File: src/rtl/uart_irq_pkg.sv
package uart_irq_pkg;
  localparam int unsigned ST_W  = 32;
  localparam int unsigned EN_W  = 16;
  localparam int unsigned N_EVT = 7;

  localparam int unsigned B_BRK = 12;
  localparam int unsigned B_FRM = 13;
  localparam int unsigned B_PAR = 14;

  localparam logic [ST_W-1:0] W1C_MASK = 32'h0000_83B1;

  // position of event index i in the status word
  function automatic int unsigned evt_pos(input int unsigned i);
    case (i)
      0:       evt_pos = 0;   // CTS change
      1:       evt_pos = 4;   // transmit empty
      2:       evt_pos = 5;   // receive timeout
      3:       evt_pos = 7;   // wake-up
      4:       evt_pos = 8;   // auto-baud done
      5:       evt_pos = 9;   // auto-baud timeout
      default: evt_pos = 15;  // overrun
    endcase
  endfunction

  typedef struct packed {
    logic par;
    logic frm;
    logic brk;
  } rx_err_t;
endpackage

File: src/rtl/uart_irq_evt_bits.sv
module uart_irq_evt_bits #(
  parameter int unsigned N = 7
) (
  input  logic         clk,
  input  logic         rst_n,
  input  logic [N-1:0] set_i,
  input  logic [N-1:0] clr_i,
  output logic [N-1:0] bits_o
);
  logic [N-1:0] bits_q, bits_d;

  always_comb begin
    bits_d = bits_q;
    for (int i = 0; i < int'(N); i++) begin
      if (set_i[i])      bits_d[i] = 1'b1;   // set beats clear
      else if (clr_i[i]) bits_d[i] = 1'b0;
    end
  end

  always_ff @(posedge clk or negedge rst_n) begin
    if (!rst_n) bits_q <= '0;
    else        bits_q <= bits_d;
  end

  assign bits_o = bits_q;

  for (genvar g = 0; g < int'(N); g++) begin : g_chk
    assert_set_wins_R4: assert property (@(posedge clk) disable iff (!rst_n)
      set_i[g] |=> bits_q[g]);
    assert_w1c_clears_R3: assert property (@(posedge clk) disable iff (!rst_n)
      (clr_i[g] && !set_i[g]) |=> !bits_q[g]);
  end
endmodule

File: src/rtl/uart_irq_rx_err.sv
module uart_irq_rx_err
  import uart_irq_pkg::*;
#(
  parameter int unsigned DATA_W = 8
) (
  input  logic              clk,
  input  logic              rst_n,
  input  logic              rx_pop,
  input  logic              head_valid,
  input  logic [DATA_W-1:0] head_data,
  input  logic              head_stop,
  input  logic              head_par_fail,
  input  logic              parity_en,
  output rx_err_t           err_o
);
  rx_err_t err_q, err_d, head_flags;
  logic    reload_q, reload_d;
  logic    valid_q;
  logic    load;

  always_comb begin
    head_flags.brk = head_valid && (head_data == '0) && !head_stop;
    head_flags.frm = head_valid && !head_stop;
    head_flags.par = head_valid && parity_en && head_par_fail;
  end

  assign load = reload_q || (head_valid && !valid_q);

  always_comb begin
    err_d    = err_q;
    reload_d = 1'b0;
    if (rx_pop) begin
      err_d    = '0;
      reload_d = 1'b1;
    end else if (load) begin
      err_d = head_flags;
    end
  end

  always_ff @(posedge clk or negedge rst_n) begin
    if (!rst_n) begin
      err_q    <= '0;
      reload_q <= 1'b0;
      valid_q  <= 1'b0;
    end else begin
      err_q    <= err_d;
      reload_q <= reload_d;
      valid_q  <= head_valid;
    end
  end

  assign err_o = err_q;

  assert_pop_clears_R8: assert property (@(posedge clk) disable iff (!rst_n)
    rx_pop |=> (err_q == '0));
  assert_parity_gated_R7: assert property (@(posedge clk) disable iff (!rst_n)
    $rose(err_q.par) |-> $past(parity_en));
  assert_break_is_framing_R5: assert property (@(posedge clk) disable iff (!rst_n)
    err_q.brk |-> err_q.frm);
endmodule

File: src/rtl/uart_irq_req.sv
module uart_irq_req
  import uart_irq_pkg::*;
(
  input  logic            clk,
  input  logic            rst_n,
  input  logic [EN_W-1:0] status_i,
  input  logic [EN_W-1:0] en_i,
  output logic            irq_o
);
  logic irq_q, irq_d;

  assign irq_d = |(status_i & en_i);

  always_ff @(posedge clk or negedge rst_n) begin
    if (!rst_n) irq_q <= 1'b0;
    else        irq_q <= irq_d;
  end

  assign irq_o = irq_q;

  assert_irq_lag_R11: assert property (@(posedge clk) disable iff (!rst_n)
    1'b1 |=> (irq_q == $past(|(status_i & en_i))));
endmodule

File: src/rtl/uart_irq_status.sv
module uart_irq_status
  import uart_irq_pkg::*;
#(
  parameter int unsigned DATA_W = 8,
  parameter int unsigned ADDR_W = 8
) (
  input  logic              clk,
  input  logic              rst_n,
  input  logic              ev_cts_chg,
  input  logic              ev_thr_empty,
  input  logic              ev_rx_timeout,
  input  logic              ev_rx_char,
  input  logic              ev_abaud_done,
  input  logic              ev_abaud_tmo,
  input  logic              ev_overrun,
  input  logic              rx_pop,
  input  logic              head_valid,
  input  logic [DATA_W-1:0] head_data,
  input  logic              head_stop,
  input  logic              head_par_fail,
  input  logic              parity_en,
  input  logic [15:0]       irq_en,
  input  logic [ADDR_W-1:0] bus_addr,
  input  logic              bus_wr,
  input  logic              bus_rd,
  input  logic [31:0]       bus_wdata,
  output logic [31:0]       bus_rdata,
  output logic              irq
);
  localparam logic [ADDR_W-1:0] OFF_STAT = ADDR_W'(0);
  localparam logic [ADDR_W-1:0] OFF_CLR  = ADDR_W'(8);

  // reset: asynchronous assert, synchronous release
  logic [1:0] rst_sync_q;
  logic       rst_n_s;

  always_ff @(posedge clk or negedge rst_n) begin
    if (!rst_n) rst_sync_q <= 2'b00;
    else        rst_sync_q <= {rst_sync_q[0], 1'b1};
  end
  assign rst_n_s = rst_sync_q[1];

  logic             clr_wr;
  logic [N_EVT-1:0] evt_set, evt_clr, evt_q;
  rx_err_t          err;
  logic [ST_W-1:0]  status;

  assign clr_wr  = bus_wr && (bus_addr == OFF_CLR);
  assign evt_set = {ev_overrun, ev_abaud_tmo, ev_abaud_done, ev_rx_char,
                    ev_rx_timeout, ev_thr_empty, ev_cts_chg};

  for (genvar g = 0; g < int'(N_EVT); g++) begin : g_clr
    assign evt_clr[g] = clr_wr && bus_wdata[evt_pos(g)];
  end

  uart_irq_evt_bits #(.N(N_EVT)) u_evt (
    .clk    (clk),
    .rst_n  (rst_n_s),
    .set_i  (evt_set),
    .clr_i  (evt_clr),
    .bits_o (evt_q)
  );

  uart_irq_rx_err #(.DATA_W(DATA_W)) u_rxerr (
    .clk           (clk),
    .rst_n         (rst_n_s),
    .rx_pop        (rx_pop),
    .head_valid    (head_valid),
    .head_data     (head_data),
    .head_stop     (head_stop),
    .head_par_fail (head_par_fail),
    .parity_en     (parity_en),
    .err_o         (err)
  );

  always_comb begin
    status = '0;
    for (int i = 0; i < int'(N_EVT); i++) status[evt_pos(i)] = evt_q[i];
    status[B_BRK] = err.brk;
    status[B_FRM] = err.frm;
    status[B_PAR] = err.par;
  end

  assign bus_rdata = (bus_rd && (bus_addr == OFF_STAT)) ? status : '0;

  uart_irq_req u_req (
    .clk      (clk),
    .rst_n    (rst_n_s),
    .status_i (status[EN_W-1:0]),
    .en_i     (irq_en),
    .irq_o    (irq)
  );

  // event bits never fall unless a real clear bit was written
  assert_rsvd_write_ignored_R3: assert property (@(posedge clk) disable iff (!rst_n_s)
    !(clr_wr && ((bus_wdata & W1C_MASK) != '0)) |=> ((~evt_q & $past(evt_q)) == '0));
  assert_overrun_survives_pop_R9: assert property (@(posedge clk) disable iff (!rst_n_s)
    (status[15] && rx_pop && !(clr_wr && bus_wdata[15])) |=> status[15]);
endmodule

File: config.mk
export PLATFORM = sky130hd
export DESIGN_NAME = uart_irq_status
export DESIGN_NICKNAME = d
export VERILOG_FILES = /design/src/rtl/uart_irq_pkg.sv /design/src/rtl/uart_irq_evt_bits.sv /design/src/rtl/uart_irq_rx_err.sv /design/src/rtl/uart_irq_req.sv /design/src/rtl/uart_irq_status.sv
export SDC_FILE = /design/constraint.sdc
export NUM_CORES = 1
export LEC_CHECK = 0
export ABC_AREA = 0
export BUFFER_PORTS_ARGS = -buffer_cell sky130_fd_sc_hd__clkbuf_2
export CORE_MARGIN = 3
export CORE_UTILIZATION = 30
export CTS_CLUSTER_DIAMETER = 50
export DETAILED_ROUTE_END_ITERATION = 8
export HOLD_SLACK_MARGIN = 0.06
export PLACE_DENSITY_LB_ADDON = 0.1
export SLEW_MARGIN = 10
export SYNTH_ARGS = -nofsm -noshare
export SYNTH_HDL_FRONTEND = slang
export SYNTH_SLANG_ARGS = --single-unit
File: constraint.sdc
create_clock -name clk -period 1.4 [get_ports clk]
set_clock_uncertainty 0.2 [all_clocks]
set_input_delay 0.07 -clock clk [delete_from_list [all_inputs] [get_ports clk]]
set_output_delay 0.07 -clock clk [all_outputs]
set_load 0.05 [all_outputs]
==> run metrics <==
final setup violation count=10; Port Buffers=59; Worst-Skew Late Latency=0.28 ns; Tightest Pin Transition=0.5346 ns; final count of pins violating max slew=0; EDFF count, synth=0; Area after DPL=0.001206 mm2; Rel. slew slack=roughly 64%; post-layout util=between 60 and 70%; vias in the first global route=965; Avg Cell Area, Syn=10.51 um2; GRT Overall Usage=approximately 16%; Final Worst Setup Slack=-0.01744 ns; leading cell types in the layout, fill and taps excluded=clkbuf_2, dlygate4sd3_1, conb_1, dfrtp_1, and2_4; Netlist cell types=23; Starting Density=31.85%; final worst path period need=1.417 ns; share of power burned in registers=around 43%; required time of the critical path=1.13 ns; die area=between 0.003 and 0.004 mm2; Routability Congestion=0.7310; Cells after Synth=85; dpl ws=-0.1232 ns; fraction of registers with async set/reset=100.0%; most common cell after layout, fill and taps aside=clkbuf_2; Total Wirelength=approximately 2800 um; Tcrit/Tclk final=101.2%; Clock Tree Buf Depth=2; Reg clk slew, reported paths=0.09 ns; outcome=finished with violations; share of cells above drive strength 1=43.46%; row count=19; leakage=0.8533 nW; pin count of the biggest net entering global routing=14; NetSw=0.0003444 W; CTS Buf Count=3; Sw Share=approximately 33%; register area share after synthesis=42.02%; Syn Std Cell Area=893.4 um2; first-pass GRT wire length=between 4000 and 5000 um; Max-cap violations=0; Die X=60.57 um; hpwl dp=1859 um; n_diodes=0; WS Path Type=in -> out; I/O Pins=around 110; number of vias per cell=4.320; Layout fillers=232; CTS tree=yes; WP data arrival=approximately 1.2 ns; Antenna Nets Post-Route=0; DR pass1 iterations=4; failing checks=setup timing; unrepaired setup endpoints after global routing=yes; initial antenna violation count=0; number of synthesized register bits=15; Tot Pwr=about 0.0010 W; via count=959; Layout area overhead=97.62%; Most used DFF post-synth=dfrtp_1; Post-route DRC=0; Placed Cells=177; 1st-iter DRT viols=17; combinational share of power=around 33%; Core Footprint=around 0.0028 mm2; Startpoint Class=input pin; Sink Count=15; Peak VDD IR=0.0005188 V; wire per inst=12.81 um; achievable frequency=705.5 MHz; root buf cell=clkbuf_4; worst hold path class=reg -> async; non-filler cells, final=about 220; YS warnings=0; CP max FO=5; Worst setup EP type=output pin; Clk network pwr share=23.9%; Die Ht=roughly 61 um; internal power=0.0006985 W; final net count=272; GRT overflow=0; final count of hold timing violations=0; CTS HTree Levels=1; Power Density=590.7 mW/mm2; post-route design area=0.001765 mm2
## cells in the mapped netlist, drive strengths merged, types with 2 or more instances
| cell type | number | share of area [%] |
|---|---|---|
| o32a | 7 | 7.8 |
| nand2 | 2 | 1.1 |
| and4b | 2 | 2.2 |
| a22oi | 3 | 2.5 |
| conb | 2 | 0.84 |
| buf | 23 | 19 |
| nor4 | 3 | 2.8 |
| dfrtp | 15 | 42 |
| and2 | 10 | 7.0 |
| nand2b | 7 | 4.9 |
## through the flow
stage	hold WS, ns	TNS (ns)
2_1_floorplan	-0.4256	0
3_3_place_gp	-0.3439	-0.7292
3_5_place_dp	-0.3404	-0.9624
4_1_cts	-0.2741	-0.1700
5_1_grt	0.08685	-0.7414
6_report	0.02152	-0.1341
## timing repair
action | CTS | global route
endpoints found under the hold margin | 28 | 3
buffers inserted | 1 | 0
gates cloned | 0 | 1
pin swaps | 2 | 2
hold buffers | 37 | 2
gates resized for setup | 17 | 27
setup endpoints to repair | 10 | 11
## power by group through the flow
stage | registers, W | clock network [W] | logic (W)
floorplan | 0.000458 | 0 | 0.000206
detailed placement | 0.000461 | 0 | 0.000240
global route | 0.000455 | 0.000275 | 0.000365
finish | 0.000452 | 0.000249 | 0.000341
global placement | 0.000461 | 0 | 0.000237
CTS | 0.000452 | 0.000258 | 0.000323
## critical path: stages
cell,delay (ns)
buf_6,0.10
nor4_4,0.27
and4b_2,0.30
buf_6,0.13
and2_4,0.15
buf_8,0.14
## path summary, 6_finish.rpt
path / from / endpoint / slack, ns / cells after the start
setup / recovery: bus_addr[1] / bus_rdata[0] / -0.02 / 6
hold / removal: rst_sync_q[1] / u_evt.bits_o[6] / 0.02 / 0
setup reg to reg: u_rxerr.valid_q / u_rxerr.err_o[2] / 0.08 / 3
hold reg to reg: rst_sync_q[1] / u_evt.bits_o[6] / 0.02 / 0
max in group asynchronous: rst_n / rst_sync_q[1] / 0.45 / 3
min in group clk: bus_wr / u_evt.bits_o[1] / 0.10 / 3
## area by class of cell
| class | instances | area (um2) | area share, % |
|---|---|---|---|
| Multi-Input combinational cell | 67 | 460.4 | 26.08 |
| Inverter | 1 | 3.754 | 0.2126 |
| Timing Repair Buffer | 104 | 860.8 | 48.76 |
| Sequential cell | 15 | 375.4 | 21.26 |
| Tap cell | 31 | 38.79 | 2.197 |
| Clock buffer | 4 | 26.28 | 1.488 |
## flip-flops by register name, summed over array words and instances, names as in the netlist
register / cells
u_req.irq_o: 1
u_rxerr.err_o: 3
u_rxerr.valid_q: 1
u_rxerr.reload_q: 1
rst_sync_q: 2
u_evt.bits_o: 7
## logic make-up after synthesis
| kind of cell | synth area share, % |
|---|---|
| other | 0.8406 |
| muxes | 1.260 |
| buffers and inverters | 19.75 |
| AOI/OAI and AO/OA | 15.97 |
| and+or+nand+nor | 20.17 |
| DFF | 42.02 |
## metal layers
layer	global-route usage, %	share of wire [%]	vias to the layer above
met2	30.84	58	42
met5	0	0	-
met3	2.766	5.4	4
li1	-	-	473
met4	7.121	1.4	0
met1	17.37	35	440
Note: power is estimated with default switching activity, not from simulation.
